[config.mk]
export PLATFORM = sky130hd
export DESIGN_NAME = base_point_adder
export DESIGN_NICKNAME = d
export VERILOG_FILES = /design/src/rtl/padd_pkg.sv /design/src/rtl/padd_sched.sv /design/src/rtl/padd_alu.sv /design/src/rtl/padd_mulser.sv /design/src/rtl/base_point_adder.sv
export SDC_FILE = /design/constraint.sdc
export NUM_CORES = 1
export LEC_CHECK = 0
export BUFFER_PORTS_ARGS = -buffer_cell sky130_fd_sc_hd__buf_2
export CORE_ASPECT_RATIO = 0.5
export CORE_MARGIN = 5
export CORE_UTILIZATION = 35
export CTS_CLUSTER_DIAMETER = 40
export CTS_CLUSTER_SIZE = 28
export DETAILED_ROUTE_END_ITERATION = 8
export PLACE_DENSITY = 0.53
export SYNTH_ARGS = -nofsm -noshare
export SYNTH_HDL_FRONTEND = slang
export SYNTH_SLANG_ARGS = --single-unit
[constraint.sdc]
create_clock -name clk_i -period 24.7 [get_ports clk_i]
set_input_delay 1.235 -clock clk_i [delete_from_list [all_inputs] [get_ports clk_i]]
set_output_delay 1.235 -clock clk_i [all_outputs]
set_load 0.1 [all_outputs]
[src/rtl/padd_pkg.sv]
package padd_pkg;
  typedef enum logic [1:0] {OP_CPY, OP_ADD, OP_SUB, OP_MUL} op_e;
  typedef enum logic [3:0] {
    RG_X, RG_Y, RG_Z, RG_GX, RG_GY, RG_T1, RG_T2, RG_T3, RG_T4, RG_RX, RG_RY, RG_RZ
  } reg_e;
  typedef enum logic [1:0] {ST_IDLE, ST_RUN, ST_FINAL} st_e;
  typedef struct packed {
    op_e  op;
    reg_e dst;
    reg_e a;
    reg_e b;
  } step_t;
  localparam int NUM_REGS  = 12;
  localparam int NUM_STEPS = 21;
  localparam int FLAG_STEP = 6;  // second subtraction: zero flags taken here
endpackage

[src/rtl/padd_sched.sv]
module padd_sched
  import padd_pkg::*;
#(
  parameter int PCW = 5
) (
  input  logic [PCW-1:0] idx_i,
  output step_t          step_o
);
  always_comb begin
    case (int'(idx_i))
      0:       step_o = '{OP_CPY, RG_T1, RG_Z,  RG_Z};
      1:       step_o = '{OP_MUL, RG_T1, RG_Z,  RG_T1};
      2:       step_o = '{OP_MUL, RG_T2, RG_Z,  RG_T1};
      3:       step_o = '{OP_MUL, RG_T1, RG_T1, RG_GX};
      4:       step_o = '{OP_MUL, RG_T2, RG_T2, RG_GY};
      5:       step_o = '{OP_SUB, RG_T1, RG_T1, RG_X};
      6:       step_o = '{OP_SUB, RG_T2, RG_T2, RG_Y};
      7:       step_o = '{OP_MUL, RG_RZ, RG_Z,  RG_T1};
      8:       step_o = '{OP_CPY, RG_T3, RG_T1, RG_T1};
      9:       step_o = '{OP_MUL, RG_T3, RG_T1, RG_T3};
      10:      step_o = '{OP_MUL, RG_T4, RG_T1, RG_T3};
      11:      step_o = '{OP_MUL, RG_T3, RG_X,  RG_T3};
      12:      step_o = '{OP_ADD, RG_T1, RG_T3, RG_T3};
      13:      step_o = '{OP_CPY, RG_RX, RG_T2, RG_T2};
      14:      step_o = '{OP_MUL, RG_RX, RG_RX, RG_T2};
      15:      step_o = '{OP_SUB, RG_RX, RG_RX, RG_T1};
      16:      step_o = '{OP_SUB, RG_RX, RG_RX, RG_T4};
      17:      step_o = '{OP_SUB, RG_T3, RG_T3, RG_RX};
      18:      step_o = '{OP_MUL, RG_T3, RG_T2, RG_T3};
      19:      step_o = '{OP_MUL, RG_T4, RG_Y,  RG_T4};
      20:      step_o = '{OP_SUB, RG_RY, RG_T3, RG_T4};
      default: step_o = '{OP_CPY, RG_T1, RG_T1, RG_T1};
    endcase
  end
endmodule

[src/rtl/padd_alu.sv]
module padd_alu
  import padd_pkg::*;
#(
  parameter int W = 16
) (
  input  op_e          op_i,
  input  logic [W-1:0] a_i,
  input  logic [W-1:0] b_i,
  input  logic [W-1:0] q_i,
  output logic [W-1:0] y_o
);
  logic [W:0] sum, dif;
  always_comb begin
    sum = {1'b0, a_i} + {1'b0, b_i};
    dif = (a_i >= b_i) ? ({1'b0, a_i} - {1'b0, b_i})
                       : ({1'b0, a_i} + {1'b0, q_i} - {1'b0, b_i});
    case (op_i)
      OP_ADD:  y_o = (sum >= {1'b0, q_i}) ? W'(sum - {1'b0, q_i}) : W'(sum);
      OP_SUB:  y_o = W'(dif);
      default: y_o = a_i;
    endcase
  end
endmodule

[src/rtl/padd_mulser.sv]
module padd_mulser #(
  parameter int W = 16
) (
  input  logic         clk_i,
  input  logic         rst_ni,
  input  logic         go_i,
  input  logic [W-1:0] a_i,
  input  logic [W-1:0] b_i,
  input  logic [W-1:0] q_i,
  output logic         vld_o,
  output logic [W-1:0] res_o
);
  localparam int CW = $clog2(W + 1);

  logic [W-1:0]  a_sh, b_r, acc, acc_nx;
  logic [CW-1:0] cnt;
  logic          busy;
  logic [W:0]    dbl, dbl_r, sum;

  // MSB-first interleaved multiply: acc = 2*acc + a_bit*b, reduced twice per step
  always_comb begin
    dbl    = {acc, 1'b0};
    dbl_r  = (dbl >= {1'b0, q_i}) ? (dbl - {1'b0, q_i}) : dbl;
    sum    = dbl_r + (a_sh[W-1] ? {1'b0, b_r} : '0);
    acc_nx = (sum >= {1'b0, q_i}) ? W'(sum - {1'b0, q_i}) : W'(sum);
  end

  always_ff @(posedge clk_i or negedge rst_ni) begin
    if (!rst_ni) begin
      a_sh  <= '0;
      b_r   <= '0;
      acc   <= '0;
      cnt   <= '0;
      busy  <= 1'b0;
      vld_o <= 1'b0;
    end else begin
      vld_o <= 1'b0;
      if (go_i) begin
        a_sh <= a_i;
        b_r  <= b_i;
        acc  <= '0;
        cnt  <= CW'(W);
        busy <= 1'b1;
      end else if (busy) begin
        acc  <= acc_nx;
        a_sh <= a_sh << 1;
        cnt  <= cnt - 1'b1;
        if (cnt == CW'(1)) begin
          busy  <= 1'b0;
          vld_o <= 1'b1;
        end
      end
    end
  end

  assign res_o = acc;

  AST_MUL_NO_OVERLAP: assert property (@(posedge clk_i) disable iff (!rst_ni)
    go_i |-> !busy);
  AST_MUL_REDUCED: assert property (@(posedge clk_i) disable iff (!rst_ni)
    vld_o |-> res_o < q_i);
endmodule

[src/rtl/base_point_adder.sv]
module base_point_adder
  import padd_pkg::*;
#(
  parameter int W = 16
) (
  input  logic         clk_i,
  input  logic         rst_ni,
  input  logic         start_i,
  input  logic [W-1:0] q_i,
  input  logic [W-1:0] px_i,
  input  logic [W-1:0] py_i,
  input  logic [W-1:0] pz_i,
  input  logic [W-1:0] gx_i,
  input  logic [W-1:0] gy_i,
  input  logic [W-1:0] hx_i,
  input  logic [W-1:0] hy_i,
  output logic         done_o,
  output logic [W-1:0] rx_o,
  output logic [W-1:0] ry_o,
  output logic [W-1:0] rz_o
);
  localparam int PCW = $clog2(NUM_STEPS);
  localparam logic [PCW-1:0] LAST_PC = PCW'(NUM_STEPS - 1);
  localparam logic [PCW-1:0] FLAG_PC = PCW'(FLAG_STEP);

  st_e           st;
  logic [W-1:0]  rf [NUM_REGS];
  logic [W-1:0]  hx_r, hy_r, q_r;
  logic [PCW-1:0] pc;
  logic          mul_issued, z_zero, t1_zero, t2_zero;
  step_t         cur;
  logic [W-1:0]  opa, opb, alu_y, mul_res, wr_data;
  logic          mul_go, mul_vld, wr_en;

  padd_sched #(.PCW(PCW)) u_sched (.idx_i(pc), .step_o(cur));

  assign opa = rf[cur.a];
  assign opb = rf[cur.b];

  padd_alu #(.W(W)) u_alu (
    .op_i(cur.op), .a_i(opa), .b_i(opb), .q_i(q_r), .y_o(alu_y)
  );

  assign mul_go = (st == ST_RUN) && (cur.op == OP_MUL) && !mul_issued;

  padd_mulser #(.W(W)) u_mul (
    .clk_i(clk_i), .rst_ni(rst_ni), .go_i(mul_go), .a_i(opa), .b_i(opb),
    .q_i(q_r), .vld_o(mul_vld), .res_o(mul_res)
  );

  assign wr_en   = (st == ST_RUN) && ((cur.op != OP_MUL) || mul_vld);
  assign wr_data = (cur.op == OP_MUL) ? mul_res : alu_y;

  always_ff @(posedge clk_i or negedge rst_ni) begin
    if (!rst_ni) begin
      st         <= ST_IDLE;
      for (int i = 0; i < NUM_REGS; i++) rf[i] <= '0;
      hx_r       <= '0;
      hy_r       <= '0;
      q_r        <= '0;
      pc         <= '0;
      mul_issued <= 1'b0;
      z_zero     <= 1'b0;
      t1_zero    <= 1'b0;
      t2_zero    <= 1'b0;
      done_o     <= 1'b0;
      rx_o       <= '0;
      ry_o       <= '0;
      rz_o       <= '0;
    end else begin
      done_o <= 1'b0;
      case (st)
        ST_IDLE: if (start_i) begin
          rf[RG_X]   <= px_i;
          rf[RG_Y]   <= py_i;
          rf[RG_Z]   <= pz_i;
          rf[RG_GX]  <= gx_i;
          rf[RG_GY]  <= gy_i;
          hx_r       <= hx_i;
          hy_r       <= hy_i;
          q_r        <= q_i;
          z_zero     <= (pz_i == '0);
          pc         <= '0;
          mul_issued <= 1'b0;
          st         <= ST_RUN;
        end
        ST_RUN: begin
          if (mul_go) mul_issued <= 1'b1;
          if (wr_en) begin
            rf[cur.dst] <= wr_data;
            mul_issued  <= 1'b0;
            if (pc == FLAG_PC) begin
              t1_zero <= (rf[RG_T1] == '0);
              t2_zero <= (wr_data == '0);
            end
            if (pc == LAST_PC) st <= ST_FINAL;
            else pc <= pc + 1'b1;
          end
        end
        ST_FINAL: begin
          // selection after the full schedule keeps the run length fixed
          if (z_zero) begin
            rx_o <= rf[RG_GX]; ry_o <= rf[RG_GY]; rz_o <= W'(1);
          end else if (t1_zero && t2_zero) begin
            rx_o <= hx_r; ry_o <= hy_r; rz_o <= W'(1);
          end else if (t1_zero) begin
            rx_o <= W'(1); ry_o <= W'(1); rz_o <= '0;
          end else begin
            rx_o <= rf[RG_RX]; ry_o <= rf[RG_RY]; rz_o <= rf[RG_RZ];
          end
          done_o <= 1'b1;
          st     <= ST_IDLE;
        end
        default: st <= ST_IDLE;
      endcase
    end
  end

  AST_DONE_PULSE: assert property (@(posedge clk_i) disable iff (!rst_ni)
    done_o |=> !done_o);
  AST_OUT_HOLD: assert property (@(posedge clk_i) disable iff (!rst_ni)
    !done_o |-> ($stable(rx_o) && $stable(ry_o) && $stable(rz_o)));
  AST_OUT_REDUCED: assert property (@(posedge clk_i) disable iff (!rst_ni)
    done_o |-> (rx_o < q_r && ry_o < q_r && rz_o < q_r));
  AST_WB_REDUCED: assert property (@(posedge clk_i) disable iff (!rst_ni)
    wr_en |-> wr_data < q_r);
  AST_INF_SHAPE: assert property (@(posedge clk_i) disable iff (!rst_ni)
    (done_o && rz_o == '0) |-> (rx_o == W'(1) && ry_o == W'(1)));
  AST_G_SELECT: assert property (@(posedge clk_i) disable iff (!rst_ni)
    (done_o && z_zero) |-> (rx_o == rf[RG_GX] && ry_o == rf[RG_GY] && rz_o == W'(1)));
  AST_START_IGNORED: assert property (@(posedge clk_i) disable iff (!rst_ni)
    (st == ST_RUN && start_i && !(wr_en && pc == LAST_PC)) |=> st == ST_RUN);
endmodule

* Word-level counts from Yosys, hierarchy flattened
Memory sizes are Yosys's and may differ from the RTL's.
Cells that the tools add are included.
** Word-level totals
- Flip-flop bits (word level) :: 355
- Memory bits (read-only) :: 448
- Input port bits :: 131
- Output and inout port bits :: 49
- Memories :: 1
** Operators by class
- $add $sub $neg :: 10
- $lt $le $gt $ge :: 8
- Equality and inequality tests :: 14
- Multiplexer cells :: 53
- Bitwise logic cells :: 3
- Reductions and logical operators :: 20
** Memories
- (no name shown) :: depth 32, bits a word 14, rd ports 1, clocked after Yosys merged registers in 0, write ports 0, RTL line padd_sched.sv:10 : case (int'(idx_i))
** Operators with widths (number)
- 2-to-1 mux 16 bit :: 23
- bitwise mux 192 bit :: 1
- 2-to-1 mux 192 bit :: 1
- case mux 80 bit (2 select lines) :: 1
- binary-select mux 16 bit (select 4 bit) :: 2
- 2-to-1 mux 80 bit :: 1
- demux 16 bit (select 4 bit) :: 1
- subtractor 16 bit :: 4
- greater-or-equal comparator 17 x 16 -> 1 bit :: 3
- zero test 16 bit :: 3
- case mux 16 bit (2 select lines) :: 1
- 2-to-1 mux 5 bit :: 5
- adder 16 x 16 -> 17 bit :: 1
- adder 17 x 16 -> 17 bit :: 1
- 2-to-1 mux 17 bit :: 1
- subtractor 17 x 16 -> 17 bit :: 1
- adder 16 bit :: 1
- greater-or-equal comparator 16 bit :: 1
- greater-or-equal comparator 5 bit, second input constant :: 3
- inverter 4 -> 5 bit :: 3
- AND reduction 3 bit :: 4
- 2-to-1 mux 1 bit :: 10
- case mux 5 bit (2 select lines) :: 1
- != test 2 bit, second input constant :: 4
- other kinds (20) :: 31

* Logic depth before layout (Yosys ltp)
Gate-level depths: netlist (run 1).
An unclocked memory read counts as a cell.
- Word-level depth :: 13
- Depth in mapped cells :: 34
- Gate-level depth less buffers :: 31

* Cells and area by module
Synthesis (run 1) repeated with hierarchy kept, for this count alone.
** Second synthesis, totals
- Cells, all modules :: 2743
- Area total of the unflattened synthesis :: 25483.2 µm²
** Modules (own cells, without submodules)
- base_point_adder :: instances 1, cells an instance 1507, area each 15708.8 µm²
- padd_mulser :: instances 1, cells an instance 559, area each 5016.1 µm²
- padd_alu :: instances 1, cells an instance 598, area each 4190.3 µm²
- padd_sched :: instances 1, cells an instance 79, area each 568.0 µm²

* Least setup slack after synthesis (run 1)
OpenSTA, ideal clock, no wires.
- Kind :: register -> register
- Start :: register pc[1]
- End :: register t2_zero
- Arrival :: 7.971 ns
- Slack :: 16.626 ns
- Cell stages (with the launch flop) :: 32
- Buffers on the path :: 3
- Period minus slack after synthesis :: 8.074 ns
- Cell sequence :: dfrtp_1 > inv_1 > ha_1 > nand2b_1 > a31oi_1 > o21ai_1 > clkbuf_1 > clkbuf_1 > clkbuf_1 > nor2_1 > a211oi_1 > a21oi_1 > a221o_1 > ha_1 > fa_1 > nand2b_1 > a221o_1 > a31oi_4 > a31oi_1 > o31ai_1 > xnor2_1 > ha_1 > and2_1 > a311oi_1 > o2111ai_1 > nor3_4 > mux2i_1 > o221ai_1 > a2111oi_2 > or4b_1 > or4_1 > o41ai_2
** Between the ends
- Cells in the longest elaborated chain, start to end :: 11
- Elaborated cells on any way between the ends :: 29
- Classes of those cells :: add/sub: 5; order compare: 2; eq/ne: 5; mux: 10; bitwise: 2; reduce/logical: 4; memory: 1
** Ends and longest elaborated chain
- start, declared :: RTL line base_point_adder.sv:29 : logic [PCW-1:0] pc;
- start signal, assigned :: RTL line base_point_adder.sv:97 : else pc <= pc + 1'b1;
- memory read (32 x 14 bit) (*)
- inverter 4 -> 5 bit (not written as such) (*) :: RTL line base_point_adder.sv:38 : assign opb = rf[cur.b];
- binary-select mux 16 bit (select 4 bit) (*) :: RTL line base_point_adder.sv:38
- 2-to-1 mux 16 bit (not written as such) (*) (2 in a row) :: RTL line base_point_adder.sv:38
- net opb[0] :: RTL line base_point_adder.sv:32 : logic [W-1:0] opa, opb, alu_y, mul_res, wr_data;
- adder 16 x 16 -> 17 bit :: RTL line padd_alu.sv:14 : sum = {1'b0, a_i} + {1'b0, b_i};
- subtractor 16 bit or greater-or-equal comparator 17 x 16 -> 1 bit (tied branches) :: RTL line padd_alu.sv:18 : OP_ADD: y_o = (sum >= {1'b0, q_i}) ? W'(sum - {1'b0, q_i}) : W'(sum);
- 2-to-1 mux 16 bit :: RTL line padd_alu.sv:18
- case mux 16 bit (2 select lines) (*) :: RTL line padd_alu.sv:17 : case (op_i)
- 2-to-1 mux 16 bit (*) :: RTL line base_point_adder.sv:52 : assign wr_data = (cur.op == OP_MUL) ? mul_res : alu_y;
- zero test 16 bit (*) :: RTL line base_point_adder.sv:94 : t2_zero <= (wr_data == '0);
- end signal, assigned :: RTL line base_point_adder.sv:94
- end, declared :: RTL line base_point_adder.sv:30 : logic mul_issued, z_zero, t1_zero, t2_zero;
The timed path passes the listed nets; every way through them passes the cells marked *. The select of a mux whose other input is x is not followed.
A chain may end at the register's enable or synchronous reset.

* Worst setup path after layout (run 1)
Ends and elaborated chain as after synthesis.

==> results of run 1 <==
per-layer routing:
layer	up-vias	track usage (%)	wire length, µm	part of all wire [%]
met5	-	0	17	0.017
met4	2	6.10	2580	2.6
met3	161	5.28	8270	8.4
met2	903	37.5	41300	42
met1	11222	36.7	46600	47
li1	10515	-	-	-
cell families (layout without fill, tap and decap cells):
logic type | count (synthesis) | in the layout | share of synthesized area [%]
mux | 190 | 190 | 8.20
simple gates | 1064 | 1064 | 19.4
buf+inv | 273 | 416 | 4.80
fa+ha+maj | 144 | 144 | 7.87
flops | 355 | 355 | 35.7
xor+xnor | 99 | 99 | 3.54
compound gates | 785 | 785 | 20.5
worst paths after layout:
kind	start	endpoint	slack (ps)	cells after the start
setup / recovery	pc[1]$_DFFE_PN0P_	t2_zero$_DFFE_PN0P_	14700	29
hold / removal	hy_r[5]$_DFFE_PN0P_	hy_r[5]$_DFFE_PN0P_	480	2
setup reg to reg	pc[1]$_DFFE_PN0P_	t2_zero$_DFFE_PN0P_	14700	29
hold reg to reg	hy_r[5]$_DFFE_PN0P_	hy_r[5]$_DFFE_PN0P_	480	2
max in group asynchronous	rst_ni	u_mul.busy$_DFF_PN0_	22030	3
min in group asynchronous	rst_ni	done_o$_DFF_PN0_	610	1
state kept, by name, summed over array words and instances, names as in the netlist, 2 cells and up:
signal       flops
rx_o            16
u_mul.a_sh      16
rz_o            16
st               2
u_mul.res_o     16
hy_r            16
hx_r            16
rf             192
ry_o            16
q_r             16
u_mul.cnt        5
pc               5
u_mul.b_r       16
layout make-up:
class	count	area, µm²	share of cell area (%)
well taps	958	1200	4.22
clock buffers	53	1250	4.40
flip-flops and latches	355	8890	31.3
repair buffers	226	1270	4.48
clock inverters	37	505	1.78
multi-input cells	2282	14900	52.5
inverters	100	375	1.32
report_power, final:
group / switching [mW] / leakage, nW / internal [mW]
Sequential: 0 / 4.82 / 0.581
Combinational: 0.0169 / 7.97 / 0.00818
Clock: 0.328 / 0.841 / 0.436
cells in the mapped netlist (14+ instances only):
library cell,number
a211oi_1,90
a21o_1,29
a21oi_1,211
a221o_1,18
a221oi_1,14
a22o_1,18
a31oi_1,49
and2_1,68
and3_1,16
buf_1,16
buf_2,15
clkbuf_1,123
dfrtp_1,355
fa_1,21
ha_1,123
inv_1,98
mux2_2,86
mux2i_1,100
nand2_1,558
nand2b_1,36
nand3_1,26
nand4_1,22
nor2_1,179
nor2b_1,54
nor3_1,34
o21a_1,14
o21ai_0,193
o22ai_1,16
or3_1,15
xnor2_1,69
xor2_1,29
worst max-delay path: cells and delay by family, from the launching register on:
family                   cells  cell delay [ps]
adder cells (fa/ha/maj)      3             1320
buffers and inverters        3             1040
AO/OA/AOI/OAI               15             4300
flip-flops                   1              550
AND/OR/NAND/NOR              6             2090
multiplexers                 1              280
XOR/XNOR                     1              240
==> metrics, run 1 <==
Power Density 48.3 nW/µm²; Post-Syn Area around 25000 µm²; Cell Count, Final, Fillers Out 4011; worst min path class register to register; Fin. Hold Viols 0; H-tree depth 2; initial antenna violation count 4; routed length per instance around 25 µm; largest net degree at the start of global routing 171; period utilization ~40%; Placer Congestion between 0.9 and 1; WHS between 400 and 500 ps; Antenna Nets Post-Route 0; clk sinks roughly 360; final instance area roughly 28000 µm²; share of cells above drive strength 1 between 10% and 20%; most frequent cells in the layout nand2_1 (557), dfrtp_1 (353), a21oi_1 (211); EDFF count, synth 0; placed inst area 26600 µm²; Placeable Area about 71000 µm²; # nets final roughly 3300; Worst EP required between 20000 and 30000 ps; Leak about 14 nW; Slew Limit Fails 0; All-Layer GR Usage 25.0%; Max-Cap Viols 0; post-synthesis sequential area ratio between 30 and 40%; CTS Buffer Depth 3; Crit. End Element register; final worst path period need around 10000 ps; # rows 69; WS Path Type register to register; die area between 70000 and 80000 µm²; Post-synth top flop dfrtp_1; synth-to-layout area growth 14.0%; clock input transition at the sequential cells of the worst setup and hold paths about 70 ps; Inst Count DP between 3000 and 4000; crit path max-delay cell type nor3_4; Power, Total ~1.4 mW; post-synth top area cell dfrtp_1; root buffer cell clkbuf_16; CTS resizes 0; # DRC 0; #FFs+latches synth between 300 and 400; Initial DRT Pass Iterations 6; Post-CTS Setup Repair Bufs 0; Final Core Density between 40% and 50%; Initial Util about a third; Crit path top cell by count a211oi_1; Filler Cell Count 7299; warnings from Yosys 0; fmax between 0.1 and 0.15 GHz; RSZ-0062 raised after global routing false; worst-margin pin slew 1340 ps; Via density 5.69; CTS tree done; clock skew 69.4 ps; DP HPWL roughly 74 mm; arrival time worst endpoint about 11000 ps; CTS buffer count between 40 and 50; Clk Latency, worst-skew pair ~640 ps; post-synth top area share approximately 36%; # setup viols final 0; Detailed Route Iter0 Violations between 2000 and 2500; Fin Setup TNS 0 ps; vias in the first global route about 22000; n_diodes 0; Setup WS pre-CTS 14910 ps; post-route setup slack ~15000 ps; syn avg cell area around 8.6 µm²; ys async rst share 100%; Die Ht about 200 µm; Netlist cell types 108; I/O pins 180; IO Port Bufs roughly 180; hold_buf cts 0; Max Fanout on Critical Path 79; Slew headroom approximately 8.1%; Synth area leaders dfrtp_1 (36%), nand2_1 (8.4%), ha_1 (6.2%), a21oi_1 (4.2%), mux2i_1 (4.0%); Worst VDD drop around 0.046 mV; die width 387 µm; total number of vias roughly 23000; Crit path largest cell delay ~830 ps; outcome completed; Worst setup SP type register; Synth Instances between 2000 and 3000; Mapped Nets around 3200; global-route wire length before repair 146 mm; total wire length about 99 mm; grt ovf 0; leading cell type in the layout, fill and taps excluded nand2_1
No activity file was read; power rests on OpenSTA's default activity.
==> run 2, diff against run 1 <==
- clock period: 24.7 -> 9.25 ns (I/O delays scaled with it)
==> run 2 against run 1 <==
Effect of this change: core utilization is 0.56 points higher; cell count is 1.3% higher; critical path depth is 2 lower; sequential cell count stayed put; total power grew to 2.6 times the previous value; design area is 1.4% higher; global-route usage hardly changed; clock-buffer cell count stayed put; wire length is 0.69% higher; worst hold slack worse by 450 ps; fmax is 16% higher; register-to-register slack worse by 14000 ps.
==> metrics, run 2 (synthesized netlist as in run 1, its figures left out) <==
worst min path class primary input to register; WS Path Type register to register; Placer Congestion around 0.99; Largest register FFs between 150 and 200; die width a little under 400 µm; crit path max-delay cell type a222oi_1; RR Endpoint t2_zero$_DFFE_PN0P_; Slew Limit Fails 0; DP HPWL between 70 and 80 mm; Initial Util roughly a third; leading cell type in the layout, fill and taps excluded nand2_1; share of cells above drive strength 1 approximately 17%; arrival time worst endpoint 9140 ps; FF-to-FF path depth 27; Initial DRT Pass Iterations 5; Power Density roughly 130 nW/µm²; synth-to-layout area growth 15.6%; Slew headroom 14.8%; CTS Buffer Depth 3; Cell Count, Final, Fillers Out around 4100; global-route wire length before repair 146 mm; initial antenna violation count 3; Clk Latency, worst-skew pair 620 ps; Clock Power Share 55.3%; H-tree depth 2; Crit path largest cell delay 570 ps; grt ovf 0; RSZ-0062 raised after global routing false; Placeable Area 70800 µm²; Fin Setup TNS 0 ps; Die Ht a little under 200 µm; Critical Path Start pc[1]$_DFFE_PN0P_; Antenna Nets Post-Route 0; Seq pwr share a little over two fifths; sw power ~0.9 mW; Max-Cap Viols 0; largest net degree at the start of global routing ~120; vias in the first global route 22226; Worst VDD drop 0.130 mV; clk sinks between 300 and 400; period utilization roughly 93%; most frequent cells in the layout nand2_1 (557), dfrtp_1 (353), a21oi_1 (211); reg-to-reg startpoint pc[1]$_DFFE_PN0P_; root buffer cell clkbuf_16; Setup WS pre-CTS 612 ps; Worst setup SP type register; # rows 69; I/O pins between 150 and 200; Top delay family on crit path compound AO/OA/AOI/OAI gates; Fin. Hold Viols 0; IO Port Bufs roughly 180; worst-margin pin slew 1270 ps; All-Layer GR Usage 25.0%; Final Core Density 40.7%; # nets final 3343; clock input transition at the sequential cells of the worst setup and hold paths 70 ps; # DRC 0; internal power about 2.7 mW; cell depth of the worst setup path 27; total number of vias around 23000; Worst EP required about 10000 ps; final worst path period need around 8600 ps; CTS tree done; combinational share of power 1.8%; Max Fanout on Critical Path 44; n_diodes 0; CP endpoint t2_zero$_DFFE_PN0P_; Via density 5.68; total wire length between 90 and 100 mm; Leak between 10 and 15 nW; outcome completed; Crit. End Element register; Inst Count DP ~4000; CTS buffer count 47; Top reg by flops rf; die area between 70000 and 80000 µm²; FF-to-FF setup slack ~630 ps; CP Buf/Inv Count 3; # setup viols final 0; Detailed Route Iter0 Violations about 2300; fmax ~0.12 GHz; post-route setup slack 628 ps; routed length per instance around 24 µm; sw frac 24.1%; Power, Total approximately 3.6 mW; clock skew between 50 and 60 ps; Crit path top cell by count ha_1
==> run 2: power by group through the flow <==
stage	clock network [mW]	registers, mW	logic (mW)
after global routing	2.11	1.55	0.0758
after global placement	0	1.58	0.0677
final	2.00	1.55	0.0660
after CTS	2.04	1.55	0.0689
after floorplan	0	1.58	0.000951
after detailed placement	0	1.58	0.0683
==> run 2: routing by layer <==
metal  GRT usage [%]  vias up  share of wire, %
met5               0        -                 0
met4            5.72        0               2.5
met3            4.66      135               8.4
met2            37.7      867                42
met1            37.1    11480                47
li1                -    10612                 -
==> run 2: cell type report <==
cell class / count / area, µm²
Tap cell: 958 / 1200
Sequential cell: 355 / 8890
Multi-Input combinational cell: 2283 / 14900
Clock buffer: 53 / 1250
Timing Repair Buffer: 281 / 1720
Clock inverter: 34 / 463
Fill cell: 7300 / 42000
Inverter: 100 / 375
==> run 2: worst min-delay path by stage <==
stage                                           end  cells after the start                      start  slack, ps
final                           hy_r[6]$_DFFE_PN0P_                      3                    hy_i[6]         30
after global routing            hy_r[1]$_DFFE_PN0P_                      3                    hy_i[1]         20
after CTS                       hx_r[4]$_DFFE_PN0P_                      3                    hx_i[4]          4
after detailed placement  u_mul.b_r[12]$_DFFE_PN0P_                      2  u_mul.b_r[12]$_DFFE_PN0P_        460
after global placement     u_mul.b_r[0]$_DFFE_PN0P_                      2   u_mul.b_r[0]$_DFFE_PN0P_        460
after floorplan                    done_o$_DFF_PN0_                      0                     rst_ni        170
==> run 2: what timing repair did <==
action	in CTS	in global routing
hold buffers	1	0
setup endpoints to repair	0	1
hold endpoints to repair	106	0
gates resized for setup	0	0
setup buffers	0	3
==> run 2: through the flow <==
stage	hold WS, ps	instance area (µm²)
after detailed placement	464	27000
after floorplan	167	24900
after CTS	4.24	28800
after global routing	24.1	28800
final	30.4	28800
after global placement	458	27000
==> run 2: worst reg2reg max path, stage by stage (launching register included) <==
cell       delay [ps]
dfrtp_1           530
inv_1             220
ha_1              430
mux2_4            310
a222oi_1          570
buf_12            320
mux2_2            390
a22o_1            230
or3_1             460
ha_1              380
buf_4             170
or3_1             310
nand2b_1          160
o221ai_1          300
nor2_1            100
xnor2_1           230
ha_1              330
nand4_1           150
nor2_1             90
a311oi_1          340
o2111ai_1         260
nor3_4            360
mux2i_1           230
o221ai_1          200
a2111oi_2         340
or4b_1            460
or4_1             430
o41ai_2           280
==> run 3, diff against run 2 <==
- ABC_AREA: default -> 1
==> run 3 against run 2 <==
Effect of this change: sequential power barely moved; clock power about the same; global-route usage increased by 2.2 points; sequential cell count did not move; cell count increased by 18%; critical endpoint unchanged.
==> metrics, run 3 <==
Final Core Density approximately 40%; Detailed Route Iter0 Violations 2635; Crit. End Element register; Placeable Area roughly 73000 µm²; Post-CTS Setup Repair Bufs 0; Via density around 5.5; Synth Instances approximately 3700; arrival time worst endpoint just over 9000 ps; grt ovf 0; grt met3 use 5.41%; Worst VDD drop between 0.1 and 0.15 mV; period utilization approximately 92%; CTS Buffer Depth 3; Die Ht approximately 200 µm; outcome completed; H-tree depth 2; IO Port Bufs ~180; Max-Cap Viols 0; CTS resizes 0; EDFF count, synth 0; Post-synth top flop dfrtp_1; fmax between 0.1 and 0.15 GHz; Post-synth top cells nand2_1 (1161), inv_1 (376), o21ai_0 (359); placed inst area between 20000 and 30000 µm²; worst-margin pin slew ~1100 ps; syn avg cell area around 7.0 µm²; M1 GR Usage about 40%; Fin. Hold Viols 0; Initial Util a little over a third; post-synth top area share between 30% and 40%; WHS approximately 32 ps; total wire length around 110 mm; Fin Setup TNS 0 ps; count leader, synth nand2_1; initial antenna violation count 10; post-synth top area cell dfrtp_1; Leak between 10 and 15 nW; die width approximately 390 µm; Critical Path Start pc[0]$_DFFE_PN0P_; most frequent cells in the layout nand2_1 (1160), inv_1 (376), o21ai_0 (359); # rows 70; Hold Startpoint hx_i[0]; Synth area leaders dfrtp_1 (34%), nand2_1 (17%), o21ai_0 (7.0%), ha_1 (6.0%), inv_1 (5.5%); Max Fanout on Critical Path 34; layer with the highest usage met2; CTS buffer count 48; Antenna Nets Post-Route 0; routed length per instance ~23 µm; worst min path class primary input to register; Worst EP required 9790 ps; Post-Syn Area 25800 µm²; Netlist cell types 64; Largest register FFs 192; Placer Congestion a little under 1; total number of vias approximately 27000; CP endpoint t2_zero$_DFFE_PN0P_; crit path max-delay cell type ha_1; Slew Limit Fails 0; Crit path largest cell delay between 600 and 700 ps; clock skew about 47 ps; DP HPWL 86.2 mm; met2 usage between 40% and 50%; Power Density ~120 nW/µm²; die area 79600 µm²; Worst setup SP type register; CTS tree done; reg-to-reg startpoint pc[0]$_DFFE_PN0P_; global-route wire length before repair roughly 170 mm; # DRC 0; # setup viols final 0; final worst path period need 8530 ps; Cell Count, Final, Fillers Out approximately 4800; clock input transition at the sequential cells of the worst setup and hold paths about 80 ps; Clk Latency, worst-skew pair roughly 630 ps; Initial DRT Pass Iterations 5; Mapped Nets between 3000 and 4000; FF-to-FF setup slack just over 700 ps; WS Path Type register to register; largest net degree at the start of global routing around 170; Inst Count DP roughly 4700; post-synthesis sequential area ratio about a third; Top reg by flops rf; Slew headroom 25.0%; # nets final approximately 4100; synth-to-layout area growth 13.4%; warnings from Yosys 0; leading cell type in the layout, fill and taps excluded nand2_1; vias in the first global route approximately 25000; RSZ-0062 raised after global routing false; ys async rst share 100%; clk sinks around 360; share of cells above drive strength 1 about a tenth; final instance area 29300 µm²; FF-to-FF path depth 40; I/O pins 180; #FFs+latches synth approximately 360; Crit path top cell by count nand2_1; All-Layer GR Usage around 27%; root buffer cell clkbuf_16; RR Endpoint t2_zero$_DFFE_PN0P_
run 3: critical path, delay by kind of cell, from the launching register on:
family	cells	cell delay [ps]
adders and majority gates	3	1380
and+or+nand+nor	24	3630
DFF	1	500
buffers and inverters	8	1950
xor gates and xnor gates	1	360
AOI/OAI and AO/OA	4	580
run 3: layout make-up:
cell class | instances | area, µm²
antenna | 1 | 2.50
clock buffer | 50 | 1210
clock inverter | 39 | 497
fill | 7804 | 43800
inverter | 399 | 1500
multi-input combinational | 2753 | 14600
sequential | 355 | 8880
tap | 972 | 1220
timing repair buffer | 240 | 1380
run 3: what timing repair did:
item,4_1_cts,5_1_grt
hold buffers,1,0
setup endpoints to repair,0,0
endpoints found under the hold margin,72,0
run 3: how the worst min path moves through the flow:
stage                     slack, ps             endpoint  cells after the start
final                            30  hx_r[0]$_DFFE_PN0P_                      3
after global routing             30  rf[165]$_DFFE_PN0P_                      3
after CTS                         5  rf[163]$_DFFE_PN0P_                      3
after detailed placement        460  hx_r[6]$_DFFE_PN0P_                      2
after global placement          460  hx_r[6]$_DFFE_PN0P_                      2
after floorplan                 170     done_o$_DFF_PN0_                      0
run 3: power by group:
group / switching (mW) / leakage [nW] / internal (mW)
Sequential: 0 / 4.45 / 1.55
Clock: 0.914 / 0.823 / 1.08
Combinational: 0.0423 / 9.27 / 0.0213
Total: 0.956 / 14.5 / 2.65
run 3: metrics by stage:
stage | setup slack (ps) | power, mW
final | 716 | 3.61
after global routing | 61.1 | 3.72
after CTS | 929 | 3.65
after detailed placement | 978 | 1.65
after global placement | 983 | 1.65
after floorplan | 3600 | 1.58
run 3: cell families after synthesis:
| logic type | count (synthesis) | share of synthesized area, % |
|---|---|---|
| AOI/OAI and AO/OA | 768 | 17.4 |
| buffers and inverters | 578 | 9.17 |
| and+or+nand+nor | 1768 | 28.8 |
| muxes | 9 | 0.349 |
| xor gates and xnor gates | 64 | 2.17 |
| adders and majority gates | 144 | 7.60 |
| DFF | 355 | 34.4 |
run 3: metal layers:
| layer | vias up | wire, µm |
|---|---|---|
| met5 | - | 57 |
| met4 | 10 | 3130 |
| met3 | 166 | 9130 |
| met2 | 1055 | 47000 |
| met1 | 12840 | 52000 |
| li1 | 12450 | - |
